**config.mk**
```make
export PLATFORM = sky130hd
export DESIGN_NAME = stop_wake_ctrl
export DESIGN_NICKNAME = d
export VERILOG_FILES = /design/src/rtl/stop_wake_pkg.sv /design/src/rtl/stop_wake_dp.sv /design/src/rtl/stop_wake_fsm.sv /design/src/rtl/stop_wake_ctrl.sv
export SDC_FILE = /design/constraint.sdc
export NUM_CORES = 1
export LEC_CHECK = 0
export BUFFER_PORTS_ARGS = -buffer_cell sky130_fd_sc_hd__clkbuf_2
export CORE_MARGIN = 5
export CORE_UTILIZATION = 55
export DETAILED_ROUTE_END_ITERATION = 10
export MAX_ROUTING_LAYER = met4
export PLACE_DENSITY = 0.82
export SLEW_MARGIN = 20
export SYNTH_ARGS = -nofsm -noshare
export SYNTH_HDL_FRONTEND = slang
export SYNTH_HIERARCHICAL = 1
export SYNTH_SLANG_ARGS = --single-unit
```
**constraint.sdc**
```tcl
create_clock -name clk -period 2.4 [get_ports clk]
set_input_delay 0.12 -clock clk [delete_from_list [all_inputs] [get_ports clk]]
set_output_delay 0.12 -clock clk [all_outputs]
set_load 0.02 [all_outputs]
```
**src/rtl/stop_wake_pkg.sv**
```systemverilog
package stop_wake_pkg;

  typedef enum logic [1:0] {
    ST_RUN    = 2'd0,
    ST_STOP   = 2'd1,
    ST_WAIT   = 2'd2,
    ST_DECIDE = 2'd3
  } wakeState_t;

  // strobes from control to datapath
  typedef struct packed {
    logic enterStop;  // latch mode and wait select
    logic wakeLoad;   // clear counter, seed pending level
    logic waitTick;   // advance stabilization counter
    logic collect;    // merge incoming requests into pending level
    logic setErr;     // record refused PLL stop entry
  } ctrlStrb_t;

endpackage

```
**src/rtl/stop_wake_dp.sv**
```systemverilog
module stop_wake_dp
  import stop_wake_pkg::*;
#(
  parameter int LVL_W = 3,
  parameter int EXP0  = 10,
  parameter int EXP1  = 13,
  parameter int EXP2  = 14,
  parameter int EXP3  = 15
) (
  input  logic             clk,
  input  logic             rstN,
  input  ctrlStrb_t        ctrl,
  input  logic [1:0]       waitSel,
  input  logic             pllMode,
  input  logic             irqValid,
  input  logic [LVL_W-1:0] irqLevel,
  output logic             waitDone,
  output logic [LVL_W-1:0] pendLevel,
  output logic             pllLatched,
  output logic             cfgError
);

  localparam int EXP_A   = (EXP0 > EXP1) ? EXP0 : EXP1;
  localparam int EXP_B   = (EXP2 > EXP3) ? EXP2 : EXP3;
  localparam int EXP_MAX = (EXP_A > EXP_B) ? EXP_A : EXP_B;
  localparam int CNT_W   = EXP_MAX;
  localparam int EXPS [4] = '{EXP0, EXP1, EXP2, EXP3};

  logic [CNT_W-1:0] lastTbl [4];
  logic [CNT_W-1:0] waitCnt;
  logic [1:0]       selReg;

  // terminal count per wait setting: 2^EXPn - 1
  for (genvar g = 0; g < 4; g++) begin : g_last
    assign lastTbl[g] = CNT_W'((64'd1 << EXPS[g]) - 64'd1);
  end

  assign waitDone = (waitCnt == lastTbl[selReg]);

  always_ff @(posedge clk or negedge rstN) begin
    if (!rstN) begin
      selReg     <= 2'b00;
      pllLatched <= 1'b0;
    end else if (ctrl.enterStop) begin
      selReg     <= waitSel;
      pllLatched <= pllMode;
    end
  end

  always_ff @(posedge clk or negedge rstN) begin
    if (!rstN)              waitCnt <= '0;
    else if (ctrl.wakeLoad) waitCnt <= '0;
    else if (ctrl.waitTick) waitCnt <= waitCnt + CNT_W'(1);
  end

  always_ff @(posedge clk or negedge rstN) begin
    if (!rstN)
      pendLevel <= '1;
    else if (ctrl.wakeLoad)
      pendLevel <= irqLevel;
    else if (ctrl.collect && irqValid && (irqLevel < pendLevel))
      pendLevel <= irqLevel;
  end

  always_ff @(posedge clk or negedge rstN) begin
    if (!rstN)            cfgError <= 1'b0;
    else if (ctrl.setErr) cfgError <= 1'b1;
  end

  // counter never runs past the selected terminal count
  assert_cnt_bound_R3: assert property (@(posedge clk) disable iff (!rstN)
    ctrl.waitTick |-> (waitCnt < lastTbl[selReg]));

  // a latched PLL stop always carries one of the two long waits
  assert_pll_long_wait_R5: assert property (@(posedge clk) disable iff (!rstN)
    pllLatched |-> selReg[1]);

  // error flag is sticky
  assert_err_sticky_R6: assert property (@(posedge clk) disable iff (!rstN)
    cfgError |=> cfgError);

  // pending level only moves toward higher priority during the wait
  assert_pend_mono_R7: assert property (@(posedge clk) disable iff (!rstN)
    (ctrl.collect && !ctrl.wakeLoad) |=> (pendLevel <= $past(pendLevel)));

endmodule

```
**src/rtl/stop_wake_fsm.sv**
```systemverilog
module stop_wake_fsm
  import stop_wake_pkg::*;
#(
  parameter int LVL_W = 3
) (
  input  logic             clk,
  input  logic             rstN,
  input  logic             stopReq,
  input  logic             pllMode,
  input  logic             waitSelHi,
  input  logic             irqValid,
  input  logic [LVL_W-1:0] irqLevel,
  input  logic             intEnable,
  input  logic [LVL_W-1:0] levelMask,
  input  logic             waitDone,
  input  logic [LVL_W-1:0] pendLevel,
  input  logic             pllLatched,
  output ctrlStrb_t        ctrl,
  output logic             mainClkRun,
  output logic             pllRun,
  output logic             clkReady,
  output logic             resumeStb,
  output logic             takeIntStb
);

  wakeState_t state, stateNxt;
  logic wakeOk, refuse, accept;

  assign wakeOk = irqValid && (irqLevel != {LVL_W{1'b1}});
  assign refuse = pllMode && !waitSelHi;
  assign accept = intEnable && (pendLevel < levelMask);

  always_comb begin
    stateNxt = state;
    ctrl     = '0;
    unique case (state)
      ST_RUN: begin
        if (stopReq && !refuse) begin
          ctrl.enterStop = 1'b1;
          stateNxt       = ST_STOP;
        end
        ctrl.setErr = stopReq && refuse;
      end
      ST_STOP: begin
        if (wakeOk) begin
          ctrl.wakeLoad = 1'b1;
          stateNxt      = ST_WAIT;
        end
      end
      ST_WAIT: begin
        ctrl.collect = 1'b1;
        if (waitDone) stateNxt      = ST_DECIDE;
        else          ctrl.waitTick = 1'b1;
      end
      ST_DECIDE: stateNxt = ST_RUN;
      default:   stateNxt = ST_RUN;
    endcase
  end

  always_ff @(posedge clk or negedge rstN) begin
    if (!rstN) state <= ST_RUN;
    else       state <= stateNxt;
  end

  assign clkReady   = (state == ST_RUN) || (state == ST_DECIDE);
  assign mainClkRun = (state != ST_STOP);
  assign pllRun     = !((state == ST_STOP) && pllLatched);
  assign resumeStb  = (state == ST_DECIDE) && !accept;
  assign takeIntStb = (state == ST_DECIDE) && accept;

  // a level-7 or absent request leaves the controller stopped
  assert_lvl7_stays_R1: assert property (@(posedge clk) disable iff (!rstN)
    ((state == ST_STOP) && (!irqValid || (irqLevel == {LVL_W{1'b1}}))) |=> (state == ST_STOP));

  // clock-ready implies the main oscillator runs
  assert_ready_clk_R2: assert property (@(posedge clk) disable iff (!rstN)
    clkReady |-> (mainClkRun && pllRun));

  // a refused PLL stop request keeps the controller running
  assert_refuse_run_R5: assert property (@(posedge clk) disable iff (!rstN)
    ((state == ST_RUN) && stopReq && pllMode && !waitSelHi) |=> (state == ST_RUN));

  // exactly one strobe in decide, and decide lasts one cycle
  assert_one_strobe_R8: assert property (@(posedge clk) disable iff (!rstN)
    (state == ST_DECIDE) |-> (resumeStb ^ takeIntStb));
  assert_decide_once_R8: assert property (@(posedge clk) disable iff (!rstN)
    (state == ST_DECIDE) |=> ((state == ST_RUN) && !resumeStb && !takeIntStb));

endmodule

```
**src/rtl/stop_wake_ctrl.sv**
```systemverilog
module stop_wake_ctrl
  import stop_wake_pkg::*;
#(
  parameter int LVL_W = 3,
  parameter int EXP0  = 10,
  parameter int EXP1  = 13,
  parameter int EXP2  = 14,
  parameter int EXP3  = 15
) (
  input  logic             clk,
  input  logic             rstN,
  input  logic             stopReq,
  input  logic             pllMode,
  input  logic [1:0]       waitSel,
  input  logic             irqValid,
  input  logic [LVL_W-1:0] irqLevel,
  input  logic             intEnable,
  input  logic [LVL_W-1:0] levelMask,
  output logic             mainClkRun,
  output logic             pllRun,
  output logic             clkReady,
  output logic             resumeStb,
  output logic             takeIntStb,
  output logic [LVL_W-1:0] takeLevel,
  output logic             cfgError
);

  ctrlStrb_t        ctrl;
  logic             waitDone;
  logic             pllLatched;
  logic [LVL_W-1:0] pendLevel;

  stop_wake_fsm #(.LVL_W(LVL_W)) u_fsm (
    .clk        (clk),
    .rstN       (rstN),
    .stopReq    (stopReq),
    .pllMode    (pllMode),
    .waitSelHi  (waitSel[1]),
    .irqValid   (irqValid),
    .irqLevel   (irqLevel),
    .intEnable  (intEnable),
    .levelMask  (levelMask),
    .waitDone   (waitDone),
    .pendLevel  (pendLevel),
    .pllLatched (pllLatched),
    .ctrl       (ctrl),
    .mainClkRun (mainClkRun),
    .pllRun     (pllRun),
    .clkReady   (clkReady),
    .resumeStb  (resumeStb),
    .takeIntStb (takeIntStb)
  );

  stop_wake_dp #(
    .LVL_W(LVL_W), .EXP0(EXP0), .EXP1(EXP1), .EXP2(EXP2), .EXP3(EXP3)
  ) u_dp (
    .clk        (clk),
    .rstN       (rstN),
    .ctrl       (ctrl),
    .waitSel    (waitSel),
    .pllMode    (pllMode),
    .irqValid   (irqValid),
    .irqLevel   (irqLevel),
    .waitDone   (waitDone),
    .pendLevel  (pendLevel),
    .pllLatched (pllLatched),
    .cfgError   (cfgError)
  );

  assign takeLevel = pendLevel;

endmodule

```
==> results of run 1 <==
through the flow:
stage / util / instance area, um2 / worst slack, ns / hold WS [ns] / instances
2_1_floorplan: - / 1440 / 0.284 / -0.176 / 150
3_3_place_gp: 0.641 / 1600 / 0.264 / 0.143 / 203
3_5_place_dp: 0.641 / 1600 / 0.130 / 0.155 / 203
4_1_cts: 0.656 / 1640 / 0.107 / 0.0203 / 208
5_1_grt: 0.659 / 1650 / 0.0418 / 0.0374 / 208
6_report: 0.659 / 1650 / 0.190 / 0.0360 / 208
what timing repair did:
item	CTS	global route
endpoints found under the hold margin	21	0
gates resized for setup	0	2
setup endpoints to repair	0	1
hold buffers	1	0
sequential cells by signal (all words and copies together), names as in the netlist:
signal           flops
u_dp/pllLatched      1
u_dp/cfgError        1
u_dp/selReg          2
u_fsm/state          2
u_dp/pendLevel       3
u_dp/waitCnt        15
metal layers:
metal,global-route usage,up-vias,wire (um)
met1,0.193,545,1190
met4,0.0743,0,9
met3,0.0210,2,142
li1,-,572,-
met2,0.296,27,1420
met5,-,-,0
path summary, 6_finish.rpt:
kind,start,cells after the start,to,slack (ns)
setup / recovery,u_fsm/state[1],8,u_dp/waitCnt[14],0.19
min in group asynchronous,rstN,2,u_dp/waitCnt[9],0.33
hold reg to reg,u_dp/cfgError,1,u_dp/cfgError,0.51
hold / removal,waitSel[0],2,u_dp/selReg[0],0.04
setup reg to reg,u_fsm/state[1],8,u_dp/waitCnt[14],0.19
max in group asynchronous,rstN,2,u_dp/pendLevel[0],1.69
cells by family (layout without fill, tap and decap cells):
| kind of cell | Yosys count | count (layout) |
|---|---|---|
| xor+xnor | 13 | 13 |
| fa+ha+maj | 11 | 11 |
| compound gates | 18 | 18 |
| mux | 8 | 8 |
| buf+inv | 17 | 45 |
| simple gates | 59 | 59 |
| flops | 24 | 24 |
layout make-up:
cell class	count	area, um2	share of cell area
tap	30	37.5	0.0228
multi-input combinational	109	777	0.472
sequential	24	604	0.367
inverter	14	52.6	0.0319
timing repair buffer	27	150	0.0911
clock buffer	4	26.3	0.0159
power by group through the flow:
| stage | combinational [mW] | sequential (mW) | clock [mW] |
|---|---|---|---|
| finish | 0.763 | 0.649 | 0.180 |
| global route | 0.861 | 0.664 | 0.203 |
| CTS | 0.769 | 0.651 | 0.191 |
| detailed placement | 0.762 | 0.659 | 0 |
| global placement | 0.724 | 0.648 | 0 |
| floorplan | 0.522 | 0.675 | 0 |
synthesized netlist by cell type (all sizes together), types with 2 or more instances:
cell,instances
xor2,3
dfstp,3
dfrtp,21
o2111ai,2
nor3,6
or2,2
nand3,4
ha,11
buf,2
a21oi,5
o21ai,3
nand2b,2
xnor2,10
inv,14
nor4,3
mux2i,3
nand2,10
nor2,21
nor2b,2
nand4,3
a31oi,2
mux2,5
==> results_dict.tcl, run 1 <==
set metrics [dict create \
    outcome "finished clean" \
    slew_headroom 0.610 \
    final_net_count 204 \
    clkLatencyLatePin_ns 0.31 \
    clk_transition_reported_paths_ns 0.13 \
    fp.dieW_um 61.2 \
    cp_cell_instances "inv_1, ha_2, nand2_1, a31oi_2, o211ai_1, or2_4, or4_1, a21oi_1" \
    drt_first_iter_violations 26 \
    max_cap_violations 0 \
    yosys.cell_types.count 39 \
    post_route_cells_drive_above_1_share 0.253 \
    max_freq_mhz 452 \
    syn_nets 175 \
    drt.antenna.violating_nets 0 \
    fin_crit_sh 0.921 \
    synth_area_per_cell_um2 9.59 \
    synth_top_family_by_area "simple AND/OR/NAND/NOR gates" \
    root_buffer_selected_by_cts "clkbuf_4" \
    gp_congestion 0.849 \
    synth_adder_area_share 0.0957 \
    grt_pass1_wl_um 4620 \
    routedWlPerCell_um 13.3 \
    yosys_synthesis_warning_count 6 \
    grt_pass1_vias 1151 \
    crit_path_max_fanout 4 \
    timing.setup.tns_ns 0 \
    critical_path.startpoint_type "flip-flop" \
    numClockSinks 24 \
    nFillCells 211 \
    tritoncts "done" \
    final_common_cell "clkbuf_2" \
    die-height_um 61.2 \
    timing.critical_path.max_delay_family "simple AND/OR/NAND/NOR gates" \
    remaining_drc_errors 0 \
    seq_power_share 0.408 \
    power_density_nw_per_um2 966 \
    power_frac_comb 0.479 \
    design_power_total_mw 1.59 \
    synthCells 150 \
    fin_skew_ns 0.00356 \
    placement.io_buffers 22 \
    yosys_register_bits 24 \
    synth-compound-area-share 0.0896 \
    finalHoldViolCount 0 \
    netSwitchingFraction 0.415 \
    cts_buffers 3 \
    netlist_area_before_placement_um2 1440 \
    synthSimpleGateAreaFrac 0.210 \
    placementRows 18 \
    switchingPower_mw 0.661 \
    drt_first_pass_iters 4 \
    floorplan.die_area_um2 3740 \
    htreeDepth 1 \
    cp_data_arrival_time_ns 2.46 \
    timing.critical_path.buf_inv 1 \
    finalSetupViolCount 0 \
    cellLeakagePower_nw 0.750 \
    synth_async_reset_ratio 1.00 \
    overflow 0 \
    cp_slowest_cell "or4_1" \
    grt_util_all_layers 0.169 \
    cts_setup_buffers 0 \
    number_of_antenna_violations_at_the_first_check_in_global_routing 0 \
    post-route-min-period_ns 2.21 \
    vias 1146 \
    worst-endpoint-required_ns 2.64 \
    crit_path_kind "reg -> reg" \
    synth_seq_area_share 0.420 \
    top_level_i_o_count 23 \
    postRouteWirelength_um 2760 \
    cts_buffer_depth 2 \
    worst_hold_path_type "in -> reg" \
    antenna-diode-count 0 \
    grt_max_degree 25 \
    final_cell_mix "22 x clkbuf_2, 21 x nor2_1, 21 x dfrtp_1" \
    clockPowerShare 0.113 \
    post_synth_xor_area_fraction 0.0791 \
    area_delta_synth_final_pct 14.5 \
    post-synth-top-area-cell "dfrtp_1" \
    post_synth_main_area_contributors "dfrtp_1 37%, ha_1 9.6%, xnor2_1 6.1%" \
    kind_of_end_point_of_the_critical_path "flip-flop" \
    synth-edff-count 0 \
    grt_setup_unrepaired "false" \
    detailedPlacementHpwl_um 2140 \
    drv_slew 0 \
    post_drt_via_cell_ratio 5.51 \
    floorplan.core_area_um2 2500 \
    post-synth-top-area-fraction 0.365 \
    slowest_delay_ns 0.48 \
    postSynth.topFlopCell "dfrtp_1" \
    floorplan.initialDensity 0.576 \
    cellInternalPower_mw 0.931 \
    vdd_drop_max_uv 922 \
    synth.mux.area_fraction 0.0600 \
    worst_pin_slew_ns 0.585 \
]
Note: power is estimated with default switching activity, not from simulation.
==> inputs of run 2 (changes only) <==
- MAX_ROUTING_LAYER: met4 -> unset
==> run 2 against run 1 <==
  * Routed wire length is 0.51% lower
  * Total power about the same
  * Die area is the same
  * First-iteration DRC count down 12%
  * Global-route usage down 0.52 points
  * Register-to-register slack about the same
  * Non-clock buffer count stayed put
  * Largest cell class unchanged
  * Highest routed layer unchanged
==> results_dict.tcl, run 2 (same netlist as run 1, synthesis figures left out) <==
set metrics [dict create \
    outcome "finished clean" \
    final_cell_mix "22 x clkbuf_2, 21 x nor2_1, 21 x dfrtp_1" \
    drt_first_iter_violations 23 \
    root_buffer_selected_by_cts "clkbuf_4" \
    antenna-diode-count 0 \
    grt_util_all_layers 0.164 \
    detailedPlacementHpwl_um 2140 \
    clk_transition_reported_paths_ns 0.13 \
    worst_pin_slew_ns 0.585 \
    timing.setup.tns_ns 0 \
    cellLeakagePower_nw 0.750 \
    gp_congestion 0.836 \
    preCtsSetupSlack_ns 0.130 \
    postLayoutCoreUtil 0.659 \
    finalHoldViolCount 0 \
    worst-endpoint-required_ns 2.65 \
    place.detailed.instances 203 \
    floorplan.die_area_um2 3740 \
    leading_registers_by_flop_count "u_dp/waitCnt (15), u_dp/pendLevel (3)" \
    numClockSinks 24 \
    non_filler_cells_final 208 \
    power_density_nw_per_um2 966 \
    routedWlPerCell_um 13.2 \
    final_design_area_no_fill_um2 1650 \
    kind_of_end_point_of_the_critical_path "flip-flop" \
    number_of_antenna_violations_at_the_first_check_in_global_routing 0 \
    fin_skew_ns 0.00300 \
    regMostFlops "u_dp/waitCnt" \
    final_net_count 204 \
    drt_first_pass_iters 4 \
    final_common_cell "clkbuf_2" \
    slew_headroom 0.610 \
    post_drt_via_cell_ratio 5.49 \
    postRouteWirelength_um 2750 \
    post_route_cells_drive_above_1_share 0.253 \
    nFillCells 211 \
    worst_hold_slack_ns 0.0361 \
    overflow 0 \
    power_frac_comb 0.478 \
    seq_power_share 0.408 \
    cts_buffers 3 \
    placementRows 18 \
    setup_slack_ns 0.188 \
    cellInternalPower_mw 0.931 \
    clockPowerShare 0.114 \
    switchingPower_mw 0.661 \
    grt_max_degree 25 \
    post-route-min-period_ns 2.21 \
    htreeDepth 1 \
    grt_pass1_vias 1153 \
    number_of_flip_flops_in_the_largest_register 15 \
    die-height_um 61.2 \
    worst_hold_path_type "in -> reg" \
    vdd_drop_max_uv 923 \
    crit_path_max_fanout 4 \
    post_dp_cell_area_um2 1600 \
    cp_data_arrival_time_ns 2.46 \
    drt.antenna.violating_nets 0 \
    netSwitchingFraction 0.415 \
    drv_slew 0 \
    design_power_total_mw 1.59 \
    fin_crit_sh 0.922 \
    area_delta_synth_final_pct 14.5 \
    vias 1141 \
    critical_path.startpoint_type "flip-flop" \
    top_level_i_o_count 23 \
    floorplan.core_area_um2 2500 \
    grt_setup_unrepaired "false" \
    crit_path_kind "reg -> reg" \
    max_cap_violations 0 \
    cts_buffer_depth 2 \
    max_freq_mhz 452 \
    finalSetupViolCount 0 \
    placement.io_buffers 22 \
    fp.dieW_um 61.2 \
    floorplan.initialDensity 0.576 \
    tritoncts "done" \
    remaining_drc_errors 0 \
    clkLatencyLatePin_ns 0.31 \
    grt_pass1_wl_um 4610 \
]
==> run 2: worst paths after layout <==
check	cells past startpoint	endpoint	slack, ns	from
worst max-delay path	8	u_dp/waitCnt[14]	0.19	u_fsm/state[1]
worst min-delay path	2	u_dp/selReg[0]	0.04	waitSel[0]
worst min register to register	1	u_dp/cfgError	0.51	u_dp/cfgError
worst max register to register	8	u_dp/waitCnt[14]	0.19	u_fsm/state[1]
min in group asynchronous	2	u_dp/waitCnt[9]	0.33	rstN
max in group asynchronous	2	u_dp/waitCnt[1]	1.69	rstN
==> run 2: layout make-up <==
type                            instances  area [um2]  area share
Multi-Input combinational cell        109         777       0.472
Timing Repair Buffer                   27         150      0.0911
Sequential cell                        24         604       0.367
Tap cell                               30        37.5      0.0228
Clock buffer                            4        26.3      0.0159
Inverter                               14        52.6      0.0319
==> run 2: repair_timing <==
action / 4_1_cts / 5_1_grt
setup endpoints to repair: 0 / 1
setup buffers: 0 / 0
hold buffers: 1 / 0
resized for setup: 0 / 2
endpoints found under the hold margin: 21 / 0
==> run 2: metal layers <==
layer,share of wire,track usage
met1,0.43,0.193
met2,0.52,0.296
met3,0.052,0.0210
met4,0.0047,0.0743
met5,0,0
==> run 2: worst max-delay path, cell delays in order, from the launching register on <==
cell	delay [ns]
dfrtp_1	0.42
inv_1	0.13
ha_2	0.24
nand2_1	0.08
a31oi_2	0.21
o211ai_1	0.16
or2_4	0.28
or4_1	0.48
a21oi_1	0.15
==> run 2: power groups by stage <==
stage	sequential (mW)	clock (mW)	combinational (mW)
6_report	0.649	0.181	0.762
5_1_grt	0.664	0.203	0.861
4_1_cts	0.651	0.191	0.769
3_5_place_dp	0.659	0	0.762
3_3_place_gp	0.648	0	0.724
2_1_floorplan	0.675	0	0.522
==> inputs of run 3 (changes only) <==
- BUFFER_PORTS_ARGS: -buffer_cell sky130_fd_sc_hd__clkbuf_2 -> -buffer_cell sky130_fd_sc_hd__buf_2
==> run 3 against run 2 <==
  * Maximum frequency decreased by 1.6%
  * Die area unchanged
  * Global-route usage decreased by 0.22 points
  * Via count about the same
  * Clock power decreased by 3%
  * Sequential share of layout area increased by 0.056 points
  * Largest cell class unchanged
  * Register-to-register slack got worse by 0.04 ns
  * Critical path type unchanged
  * Critical path depth unchanged
  * Non-clock buffer count unchanged
  * Count of clock-buffer cells in the layout unchanged
  * Clock skew increased by 0.0083 ns
  * Worst hold slack improved by 0.0016 ns
==> results_dict.tcl, run 3 (same netlist as run 1, synthesis figures left out) <==
set metrics [dict create \
    outcome "finished clean" \
    leading_registers_by_flop_count "u_dp/waitCnt (15), u_dp/pendLevel (3)" \
    hold_path.startpoint "waitSel[0]" \
    kind_of_end_point_of_the_critical_path "flip-flop" \
    number_of_flip_flops_in_the_largest_register 15 \
    power_frac_comb 0.480 \
    max_cap_violations 0 \
    cellLeakagePower_nw 0.746 \
    routedWlPerCell_um 13.1 \
    grt_pass1_wl_um 4480 \
    final_net_count 204 \
    regMostFlops "u_dp/waitCnt" \
    power_density_nw_per_um2 963 \
    grt_util_all_layers 0.162 \
    cp_slowest_cell "or4_1" \
    die-height_um 61.2 \
    cp_data_arrival_time_ns 2.48 \
    detailedPlacementHpwl_um 2100 \
    post_drt_via_cell_ratio 5.49 \
    post_dp_cell_area_um2 1600 \
    worst_hold_path_type "in -> reg" \
    clockPowerShare 0.111 \
    vdd_drop_max_uv 728 \
    worst_pin_slew_ns 0.520 \
    finalHoldViolCount 0 \
    fp.dieW_um 61.2 \
    post-route-min-period_ns 2.25 \
    placementRows 18 \
    final_common_cell "buf_2" \
    cp_cell_instances "inv_1, ha_1, nand2_1, a31oi_2, o211ai_1, or2_4, or4_1, a21oi_1" \
    non_filler_cells_final 208 \
    timing.critical_path.max_delay_family "simple AND/OR/NAND/NOR gates" \
    floorplan.core_area_um2 2500 \
    worst-endpoint-required_ns 2.63 \
    post_route_cells_drive_above_1_share 0.247 \
    worst_hold_slack_ns 0.0377 \
    place.detailed.instances 203 \
    grt_pass1_vias 1113 \
    crit_path_kind "reg -> reg" \
    min_delay_path_depth 2 \
    r2r_end "u_dp/waitCnt[14]" \
    floorplan.initialDensity 0.576 \
    fin_skew_ns 0.0113 \
    timing.critical_path.buf_inv 1 \
    gp_congestion 0.837 \
    drt.antenna.violating_nets 0 \
    critical_path.startpoint_type "flip-flop" \
    design_power_total_mw 1.58 \
    tritoncts "done" \
    hold_path_end "u_dp/selReg[0]" \
    cts_setup_buffers 0 \
    switchingPower_mw 0.653 \
    timing.setup.tns_ns 0 \
    grt_setup_unrepaired "false" \
    placement.io_buffers 22 \
    ff2ff_path_depth 8 \
    fin_crit_sh 0.937 \
    max_freq_mhz 445 \
    final_cell_mix "22 x buf_2, 21 x nor2_1, 21 x dfrtp_1" \
    number_of_antenna_violations_at_the_first_check_in_global_routing 0 \
    cts_buffers 3 \
    slew_headroom 0.654 \
    drv_slew 0 \
    root_buffer_selected_by_cts "clkbuf_4" \
    floorplan.die_area_um2 3740 \
    finalSetupViolCount 0 \
    vias 1142 \
    clkLatencyLatePin_ns 0.31 \
    remaining_drc_errors 0 \
    antenna-diode-count 0 \
    cts_buffer_depth 2 \
    numClockSinks 24 \
    final_design_area_no_fill_um2 1650 \
    cellInternalPower_mw 0.932 \
    netSwitchingFraction 0.412 \
    rrSetupSlack_ns 0.15 \
    reg2reg_from "u_fsm/state[1]" \
    overflow 0 \
    seq_power_share 0.409 \
    postRouteWirelength_um 2730 \
    top_level_i_o_count 23 \
    drt_first_iter_violations 36 \
    crit_path_max_fanout 4 \
    clk_transition_reported_paths_ns 0.13 \
    htreeDepth 1 \
    drt_first_pass_iters 4 \
    area_delta_synth_final_pct 14.3 \
    slowest_delay_ns 0.46 \
    grt_max_degree 25 \
]
[run 3: cell count changes in the layout (fill, tap and decap cells not counted)]
cell	before	now
ha_1	10	11
buf_2	0	22
clkbuf_2	22	0
ha_2	1	0
[run 3: cell type report]
cell class	instances	area [um2]
timing repair buffer	27	150
clock buffer	4	26.3
inverter	14	52.6
multi-input combinational	109	774
sequential	24	604
tap	30	37.5
fill	205	855
[run 3: metrics by stage]
step           setup slack, ns  utilization
3_5_place_dp             0.163        0.641
6_report                 0.151        0.658
2_1_floorplan            0.284            -
5_1_grt                0.00190        0.658
4_1_cts                 0.0888        0.656
3_3_place_gp             0.264        0.641
[run 3: power groups by stage]
stage	Clock (mW)	Sequential (mW)	Combinational, mW
final	0.176	0.648	0.761
after global routing	0.203	0.664	0.855
after CTS	0.189	0.649	0.773
after detailed placement	0	0.657	0.769
after global placement	0	0.646	0.724
after floorplan	0	0.675	0.522
[run 3: routing by layer]
layer  part of all wire  routed length, um  global-route usage  vias to the layer above
met3              0.057                156              0.0231                       10
met2               0.49               1330               0.273                       27
met1               0.43               1160               0.193                      534
met4              0.031                 85               0.102                        0
li1                   -                  -                   -                      571
met5                  0                  0                   0                        -
[run 3: how the worst max path moves through the flow]
| stage | endpoint | slack, ns | cells after the start | start |
|---|---|---|---|---|
| 6_report | u_dp/waitCnt[14] | 0.15 | 8 | u_fsm/state[1] |
| 2_1_floorplan | u_dp/waitCnt[13] | 0.28 | 10 | u_dp/waitCnt[7] |
| 3_5_place_dp | u_dp/waitCnt[14] | 0.16 | 8 | u_fsm/state[1] |
| 5_1_grt | u_dp/waitCnt[14] | 0.002 | 8 | u_fsm/state[1] |
| 4_1_cts | u_dp/waitCnt[14] | 0.09 | 8 | u_fsm/state[1] |
| 3_3_place_gp | u_dp/waitCnt[14] | 0.26 | 8 | u_fsm/state[1] |
[run 3: timing repair]
action	CTS	global route
gates resized for setup	0	1
hold endpoints to repair	21	0
endpoints found under the setup margin	0	1
hold buffers	1	0
